File: config.mk
export PLATFORM = sky130hd
export DESIGN_NAME = tile_engine_cover
export DESIGN_NICKNAME = d
export VERILOG_FILES = /design/src/rtl/tec_pkg.sv /design/src/rtl/tec_bbox.sv /design/src/rtl/tec_mask.sv /design/src/rtl/tile_engine_cover.sv
export SDC_FILE = /design/constraint.sdc
export NUM_CORES = 1
export LEC_CHECK = 0
export BUFFER_PORTS_ARGS = -buffer_cell sky130_fd_sc_hd__clkbuf_2
export CORE_AREA = 4 4 133 135
export DETAILED_ROUTE_END_ITERATION = 10
export DIE_AREA = 0 0 137 139
export PLACE_DENSITY = 0.66
export SLEW_MARGIN = 30
export SYNTH_ARGS = -nofsm -noshare
export SYNTH_HDL_FRONTEND = slang
export SYNTH_SLANG_ARGS = --single-unit
File: constraint.sdc
create_clock -name clk -period 4.2 [get_ports clk]
set_input_delay 0.42 -clock clk [delete_from_list [all_inputs] [get_ports clk]]
set_output_delay 0.42 -clock clk [all_outputs]
set_load 0.02 [all_outputs]
File: src/rtl/tec_pkg.sv
// Package: shared constants, types and the tile-to-engine mapping.
// Assumes exactly four engines and a 2-bit tile field per axis.
package tec_pkg;
    localparam int unsigned NUM_ENG    = 4;
    localparam int unsigned SPAN_LIMIT = 3;   // tile steps that force a full mask
    localparam int unsigned WALK_MAX   = 3;   // tiles per axis in the walk

    typedef logic [NUM_ENG-1:0] eng_mask_t;

    // Engine owning a tile, from the column and row index fields.
    function automatic logic [1:0] engine_of(input logic [1:0] col, input logic [1:0] row);
        return {col[0] ^ row[1], row[0] ^ col[1]};
    endfunction
endpackage

File: src/rtl/tec_bbox.sv
// Bounding box former: unsigned min/max over three vertices per axis.
// Purely combinational; the caller registers the result.
module tec_bbox #(
    parameter int unsigned COORD_W = 16
) (
    input  logic [COORD_W-1:0] vx0,
    input  logic [COORD_W-1:0] vy0,
    input  logic [COORD_W-1:0] vx1,
    input  logic [COORD_W-1:0] vy1,
    input  logic [COORD_W-1:0] vx2,
    input  logic [COORD_W-1:0] vy2,
    output logic [COORD_W-1:0] x_lo,
    output logic [COORD_W-1:0] x_hi,
    output logic [COORD_W-1:0] y_lo,
    output logic [COORD_W-1:0] y_hi
);
    logic [COORD_W-1:0] xs [3];
    logic [COORD_W-1:0] ys [3];

    // Gather the vertices per axis so one reduction loop serves both.
    always_comb begin
        xs[0] = vx0; xs[1] = vx1; xs[2] = vx2;
        ys[0] = vy0; ys[1] = vy1; ys[2] = vy2;
    end

    // Unsigned min/max reduction over the three vertices.
    always_comb begin
        x_lo = xs[0]; x_hi = xs[0];
        y_lo = ys[0]; y_hi = ys[0];
        for (int k = 1; k < 3; k++) begin
            if (xs[k] < x_lo) x_lo = xs[k];
            if (xs[k] > x_hi) x_hi = xs[k];
            if (ys[k] < y_lo) y_lo = ys[k];
            if (ys[k] > y_hi) y_hi = ys[k];
        end
    end
endmodule

File: src/rtl/tec_mask.sv
// Mask former: large-extent shortcut plus a modulo-4 walk over tile fields.
// Assumes x_lo <= x_hi and y_lo <= y_hi. Combinational.
module tec_mask
    import tec_pkg::*;
#(
    parameter int unsigned COORD_W   = 16,
    parameter int unsigned TILE_LOG2 = 5
) (
    input  logic [COORD_W-1:0] x_lo,
    input  logic [COORD_W-1:0] x_hi,
    input  logic [COORD_W-1:0] y_lo,
    input  logic [COORD_W-1:0] y_hi,
    output eng_mask_t          mask,
    output logic               full
);
    localparam int unsigned TIDX_W = COORD_W - TILE_LOG2;

    logic [TIDX_W-1:0] tx_lo, tx_hi, ty_lo, ty_hi;
    logic [1:0]        cf_lo, cf_hi, rf_lo, rf_hi;
    logic [1:0]        col_span, row_span;
    eng_mask_t         walk;

    // Tile indices and their 2-bit fields.
    always_comb begin
        tx_lo = x_lo[COORD_W-1:TILE_LOG2];
        tx_hi = x_hi[COORD_W-1:TILE_LOG2];
        ty_lo = y_lo[COORD_W-1:TILE_LOG2];
        ty_hi = y_hi[COORD_W-1:TILE_LOG2];
        cf_lo = x_lo[TILE_LOG2+1:TILE_LOG2];
        cf_hi = x_hi[TILE_LOG2+1:TILE_LOG2];
        rf_lo = y_lo[TILE_LOG2+1:TILE_LOG2];
        rf_hi = y_hi[TILE_LOG2+1:TILE_LOG2];
        col_span = cf_hi - cf_lo;
        row_span = rf_hi - rf_lo;
    end

    // Shortcut when either axis spans SPAN_LIMIT or more tile steps.
    always_comb begin
        full = ((tx_hi - tx_lo) >= TIDX_W'(SPAN_LIMIT)) ||
               ((ty_hi - ty_lo) >= TIDX_W'(SPAN_LIMIT));
    end

    // Wrapping walk over at most WALK_MAX x WALK_MAX tiles.
    always_comb begin
        walk = '0;
        for (int i = 0; i < WALK_MAX; i++) begin
            for (int j = 0; j < WALK_MAX; j++) begin
                if (2'(i) <= col_span && 2'(j) <= row_span)
                    walk[engine_of(cf_lo + 2'(i), rf_lo + 2'(j))] = 1'b1;
            end
        end
    end

    // Final selection between shortcut and walk.
    always_comb mask = full ? '1 : walk;
endmodule

File: src/rtl/tile_engine_cover.sv
// Top: two-stage pipeline (bounding box, then mask) with valid/ready at
// both edges. Each stage loads when the stage after it can accept data.
module tile_engine_cover
    import tec_pkg::*;
#(
    parameter int unsigned COORD_W   = 16,
    parameter int unsigned TILE_LOG2 = 5
) (
    input  logic               clk,
    input  logic               rst_n,
    input  logic               in_valid,
    output logic               in_ready,
    input  logic [COORD_W-1:0] vx0,
    input  logic [COORD_W-1:0] vy0,
    input  logic [COORD_W-1:0] vx1,
    input  logic [COORD_W-1:0] vy1,
    input  logic [COORD_W-1:0] vx2,
    input  logic [COORD_W-1:0] vy2,
    output logic               out_valid,
    input  logic               out_ready,
    output logic [3:0]         out_mask,
    output logic               out_full
);
    logic [COORD_W-1:0] bx_lo, bx_hi, by_lo, by_hi;
    logic [COORD_W-1:0] s1_x_lo, s1_x_hi, s1_y_lo, s1_y_hi;
    logic               s1_valid, s2_take, s1_take;
    eng_mask_t          m_mask;
    logic               m_full;

    tec_bbox #(.COORD_W(COORD_W)) u_bbox (
        .vx0(vx0), .vy0(vy0), .vx1(vx1), .vy1(vy1), .vx2(vx2), .vy2(vy2),
        .x_lo(bx_lo), .x_hi(bx_hi), .y_lo(by_lo), .y_hi(by_hi)
    );

    // Handshake: a stage may load when it is empty or is being drained.
    always_comb begin
        s2_take  = !out_valid || out_ready;
        in_ready = !s1_valid || s2_take;
        s1_take  = in_valid && in_ready;
    end

    // Stage 1 register: bounding box and its valid bit.
    always_ff @(posedge clk) begin
        if (!rst_n) begin
            s1_valid <= 1'b0;
        end else if (in_ready) begin
            s1_valid <= in_valid;
        end
    end

    // Stage 1 data, loaded only on an accepted primitive.
    always_ff @(posedge clk) begin
        if (s1_take) begin
            s1_x_lo <= bx_lo;
            s1_x_hi <= bx_hi;
            s1_y_lo <= by_lo;
            s1_y_hi <= by_hi;
        end
    end

    tec_mask #(.COORD_W(COORD_W), .TILE_LOG2(TILE_LOG2)) u_mask (
        .x_lo(s1_x_lo), .x_hi(s1_x_hi), .y_lo(s1_y_lo), .y_hi(s1_y_hi),
        .mask(m_mask), .full(m_full)
    );

    // Stage 2 register: output valid bit.
    always_ff @(posedge clk) begin
        if (!rst_n) begin
            out_valid <= 1'b0;
        end else if (s2_take) begin
            out_valid <= s1_valid;
        end
    end

    // Stage 2 data: mask and shortcut flag.
    always_ff @(posedge clk) begin
        if (s2_take && s1_valid) begin
            out_mask <= m_mask;
            out_full <= m_full;
        end
    end
endmodule

==> impl_metrics.json, run 1 <==
{
  "routed_wl_um": 15900,
  "layout_setup_ws_ns": 0.235,
  "setup_violations": 0,
  "cts_tree": "yes",
  "drv_slew": 0,
  "p_switching_uw": 927,
  "place_area_um2": 7500,
  "first_pass_iters": 5,
  "path_buf_inv": 4,
  "power_density_nw_per_um2": 307,
  "crit_slowest_cell": "o41ai_2",
  "synth-async-reset-ratio_pct": 0,
  "syn_nets": 940,
  "critPathKind": "input pin to flip-flop",
  "grt_util_met3_pct": 2.14,
  "gr-usage-all-layers_pct": 16.4,
  "ys_ff_latch": 51,
  "netlist.top_cell.by_area": "edfxtp_1",
  "final_hold_viol_count": 0,
  "die_area_um2": 19000,
  "cts.sinks": 51,
  "drt-initial-drc-count": 261,
  "viasPerCell": 5.30,
  "ant_nets": 0,
  "coreArea_um2": 16500,
  "seq_area_frac_synth_pct": 23.2,
  "drc": 0,
  "use_met2_pct": 26.6,
  "place.gp.congestion": 0.896,
  "area_delta_synth_final_pct": 18.5,
  "grt_pass1_wl_um": 26000,
  "cts_max_level": 2,
  "fmax_ghz": 0.252,
  "p_int_uw": 1450,
  "cts_root_buffer": "clkbuf_16",
  "crit_fanout": 5,
  "antenna_found_initial": 0,
  "synthFlopType": "edfxtp_1",
  "crit_required_ns": 4.23,
  "vias": 5651,
  "power_uw": 2380,
  "critPathLaunchType": "input pin",
  "start_util_pct": 39.7,
  "die_h_um": 139,
  "syn_inst": 724,
  "clockPowerShare_pct": 17.5,
  "hpwl_um": 13400,
  "drv_cap": 0,
  "path_cells": "clkbuf_2 -> inv_1 -> ha_1 -> nand4_1 -> nor4_4 -> o21ai_1 -> nand4_1 -> a21boi_4 -> buf_4 -> mux2i_2 -> ha_1 -> a21oi_1 -> nor2_1 -> a2111oi_2 -> nor2_1 -> o41ai_2 -> clkbuf_4 -> mux2i_1",
  "portBuffers": 106,
  "grt_max_degree": 45,
  "sw_frac_of_total_pct": 39.0,
  "crit_family": "compound AO/OA/AOI/OAI gates",
  "worst_slew_pin_slew_ns": 0.600,
  "p_seq_share_pct": 27.7,
  "status": "completed",
  "fin_skew_ns": 0.00583,
  "die_x_um": 137,
  "leakagePower_uw": 0.00382,
  "final_cell_mix": "114 x ha_1, 106 x clkbuf_2, 104 x mux2i_1, 86 x inv_1, 49 x edfxtp_1",
  "overflow": 0,
  "grt_pass1_vias": 5476,
  "fin_nets": 1062,
  "routedWlPerCell_um": 14.9,
  "layout_min_cycle_time_ns": 3.97,
  "synthDistinctLibCells": 62,
  "hp-class": "input pin to flip-flop",
  "pre_cts_slack_ns": -0.216,
  "syn-cell-area_um2": 6530,
  "layout-drive-gt1-share_pct": 19.5,
  "synth_edf_count": 49,
  "clk_pin_slew_worst_paths_ns": 0.07,
  "cts_buffers": 5,
  "met1_usage_pct": 23.2,
  "finalSetupTns_ns": 0,
  "synth_top_cell_area_share_pct": 22.5,
  "synth.area.top_cells": "edfxtp_1 23%, ha_1 22%, mux2i_1 17%",
  "antennaDiodeCount": 0,
  "final_common_cell": "ha_1",
  "insertion_delay_ns": 0.29,
  "synth_warnings": 0,
  "design_area_um2": 7740,
  "io_pins": 107,
  "relSlewSlack_pct": 59.9,
  "syn_area_per_cell_um2": 9.02,
  "gr-max-usage-layer": "met2",
  "clk_path_buf_depth": 2,
  "irDropWorstVdd_mv": 0.162,
  "end_kind": "flip-flop",
  "critPathArrivalTime_ns": 4.00,
  "row_count": 47,
  "critPathMaxStageDelay_ns": 0.44,
  "combPwrFrac_pct": 54.9,
  "period_share_pct": 94.4
}
==> synth_stat cells, drive strengths merged (3+ instances only) <==
library cell,count
nor3,6
a21o,14
edfxtp,49
a2111oi,4
and3,3
mux2i,109
buf,9
ha,114
a211oi,9
mux2,4
o21ai,42
o21a,15
clkbuf,11
nand3,12
nor2,41
nand2,34
or4,3
nor4,5
nor2b,12
nand4,16
a21boi,4
a31oi,7
o22ai,5
xnor2,4
inv,86
a221oi,5
a211o,3
o31ai,4
nand2b,7
xor2,4
a21oi,48
o31a,4
==> sequential cells by signal, summed over array words and instances (netlist names) <==
name and flops:
out_valid 1, s1_x_lo 11, out_full 1, s1_valid 1
s1_x_hi 11, s1_y_hi 11, out_mask 4, s1_y_lo 11
==> final timing paths <==
path | start | end | slack (ns) | depth (start not counted)
min reg2reg | s1_valid$_SDFFE_PN0N_ | out_valid$_SDFFE_PN0P_ | 0.52 | 1
max reg2reg | s1_x_lo[6]$_DFFE_PP_ | out_mask[0]$_SDFFCE_PP1P_ | 0.77 | 8
min | rst_n | out_valid$_SDFFE_PN0P_ | 0.35 | 2
max | vx0[10] | s1_x_hi[11]$_DFFE_PP_ | 0.23 | 18
==> metal layers <==
layer / vias to the layer above / part of all wire [%]
met5: - / 0
li1: 2942 / -
met1: 2589 / 48
met2: 103 / 47
met3: 17 / 3.6
met4: 0 / 1.5
==> cell families after synthesis <==
kind of cell	Yosys count	synth area share (%)
AO/OA/AOI/OAI	182	18.2
flip-flops	51	23.2
multiplexers	113	17.4
buffers and inverters	108	6.46
AND/OR/NAND/NOR	146	11.2
adder cells (fa/ha/maj)	116	22.5
XOR/XNOR	8	1.07
==> per-stage QoR <==
stage          util [%]  hold slack [ns]  std cells
2_1_floorplan         -            0.477        724
3_3_place_gp       45.5            0.504       1056
3_5_place_dp       45.5            0.499       1056
4_1_cts            46.5            0.343       1064
5_1_grt            47.0            0.357       1067
6_report           47.0            0.348       1067
==> final cells by class <==
class	count	area (um2)
clock inverter	3	28.8
timing repair buffer	135	786
tap	220	275
fill	1624	8730
multi-input combinational	565	4680
inverter	88	330
sequential	51	1510
clock buffer	5	125
==> timing repair <==
action,4_1_cts,5_1_grt
setup endpoints to repair,0,25
resized for setup,0,15
hold buffers,0,0
buffers inserted,0,2
==> power groups by stage <==
stage	Clock (uW)	Combinational (uW)	Sequential [uW]
3_5_place_dp	0	1270	670
5_1_grt	448	1460	663
2_1_floorplan	0	922	663
4_1_cts	428	1280	658
6_report	415	1300	657
3_3_place_gp	0	1260	668
Note: power is estimated with default switching activity, not from simulation.
==> run 2, diff against run 1 <==
--- a/config.mk
+++ b/config.mk
@@ -9,6 +9,7 @@
 export CORE_AREA = 4 4 133 135
 export DETAILED_ROUTE_END_ITERATION = 10
 export DIE_AREA = 0 0 137 139
+export GPL_TIMING_DRIVEN = 0
 export PLACE_DENSITY = 0.66
 export SLEW_MARGIN = 30
 export SYNTH_ARGS = -nofsm -noshare
==> impl_metrics.json, run 2 (synthesis gave the netlist of run 1 again) <==
{
  "status": "completed",
  "row_count": 47,
  "grt_max_degree": 45,
  "first_pass_iters": 5,
  "layout-drive-gt1-share_pct": 20.0,
  "coreArea_um2": 16500,
  "grt_util_met3_pct": 2.32,
  "leakagePower_uw": 0.00380,
  "viasPerCell": 5.33,
  "critPathKind": "input pin to flip-flop",
  "drc": 0,
  "cts_max_level": 2,
  "fmax_ghz": 0.248,
  "die_x_um": 137,
  "overflow": 0,
  "power_density_nw_per_um2": 314,
  "grt_pass1_vias": 5660,
  "met1_usage_pct": 23.3,
  "finalSetupTns_ns": 0,
  "ant_nets": 0,
  "fill_cells": 1584,
  "gr-max-usage-layer": "met2",
  "irDropWorstVdd_mv": 0.173,
  "final_hold_viol_count": 0,
  "setup_violations": 0,
  "gr-usage-all-layers_pct": 16.9,
  "dp_cells": 1050,
  "fin_skew_ns": 0.0104,
  "drv_slew": 0,
  "crit_required_ns": 4.33,
  "clk_pin_slew_worst_paths_ns": 0.07,
  "cts_tree": "yes",
  "relSlewSlack_pct": 58.9,
  "grt_pass1_wl_um": 26800,
  "cts.sinks": 51,
  "worst_slew_pin_slew_ns": 0.614,
  "drv_cap": 0,
  "end_kind": "flip-flop",
  "hp-class": "input pin to flip-flop",
  "layout_min_cycle_time_ns": 4.04,
  "fin_nets": 1069,
  "clk_path_buf_depth": 2,
  "die_h_um": 139,
  "period_share_pct": 96.2,
  "start_util_pct": 39.7,
  "crit_fanout": 10,
  "place.gp.congestion": 0.905,
  "routedWlPerCell_um": 15.1,
  "insertion_delay_ns": 0.30,
  "critPathLaunchType": "input pin",
  "hold_buffers": 0,
  "utilization_pct": 47.7,
  "final_common_cell": "ha_1",
  "antenna_found_initial": 0,
  "die_area_um2": 19000,
  "fin_cells": 1074,
  "cts_root_buffer": "clkbuf_16",
  "portBuffers": 106,
  "area_delta_synth_final_pct": 20.2,
  "antennaDiodeCount": 0,
  "hpwl_um": 13600,
  "critPathArrivalTime_ns": 4.17,
  "final_cell_mix": "112 x ha_1, 106 x clkbuf_2, 98 x mux2i_1, 86 x inv_1, 49 x edfxtp_1",
  "routed_wl_um": 16200,
  "use_met2_pct": 27.8,
  "vias": 5728,
  "drt-initial-drc-count": 313,
  "io_pins": 107,
  "cts_buffers": 5
}
-- run 2: layer usage --
metal	vias up	part of all wire (%)	wire [um]
met4	0	1.5	246
met2	121	47	7620
met3	18	4.3	689
li1	2967	-	-
met1	2622	47	7640
met5	-	0	0
-- run 2: through the flow --
stage	hold slack [ns]	setup slack, ns	total power [uW]	cell area, um2
global placement	0.502	-1.01	1890	7350
global route	0.365	-0.00891	2660	7850
detailed placement	0.498	-1.05	1900	7350
finish	0.346	0.161	2460	7850
CTS	0.342	0.00471	2400	7590
floorplan	0.477	0.0303	1580	6540
-- run 2: final timing paths --
kind                                                   to             startpoint  slack, ns  depth (start not counted)
worst min-delay path               out_valid$_SDFFE_PN0P_                  rst_n       0.35                          2
worst min register to register     out_valid$_SDFFE_PN0P_  s1_valid$_SDFFE_PN0N_       0.52                          1
worst max-delay path                 s1_x_hi[5]$_DFFE_PP_                vx0[10]       0.16                         20
worst max register to register  out_mask[1]$_SDFFCE_PP1P_   s1_x_lo[6]$_DFFE_PP_       0.38                          9
-- run 2: report_power, final --
| group | leakage [uW] | switching, uW | internal [uW] | total, uW |
|---|---|---|---|---|
| registers | 0.000477 | 19.8 | 636 | 656 |
| logic | 0.00324 | 739 | 601 | 1340 |
| clock network | 0.0000815 | 185 | 284 | 469 |
| total | 0.00380 | 943 | 1520 | 2460 |
-- run 2: worst max-delay path: stages --
cell and delay [ns]:
clkbuf_2 0.14, inv_1 0.06, ha_1 0.29, nand4_1 0.16, nor4_2 0.38, o21ai_1 0.11, nand4_1 0.11, a21boi_1 0.17
buf_4 0.19, buf_12 0.15, buf_4 0.11, mux2i_1 0.35, ha_1 0.32, o21ai_1 0.09, nand2b_1 0.07, a21oi_1 0.18
a2111oi_2 0.07, o41ai_4 0.35, buf_6 0.21, mux2i_2 0.24
-- run 2: layout make-up --
cell class | instances | area, um2 | area share, %
Multi-Input combinational cell | 565 | 4750 | 60.6
Inverter | 88 | 330 | 4.21
Clock buffer | 6 | 129 | 1.64
Timing Repair Buffer | 123 | 674 | 8.59
Buffer | 19 | 136 | 1.74
Tap cell | 220 | 275 | 3.51
Clock inverter | 2 | 38.8 | 0.494
Sequential cell | 51 | 1510 | 19.3
-- run 2: timing repair --
| item | 4_1_cts | 5_1_grt |
|---|---|---|
| resized for setup | 16 | 33 |
| setup buffers | 2 | 14 |
| setup endpoints to repair | 43 | 41 |
| cloned | 1 | 0 |
| pin swaps | 2 | 6 |
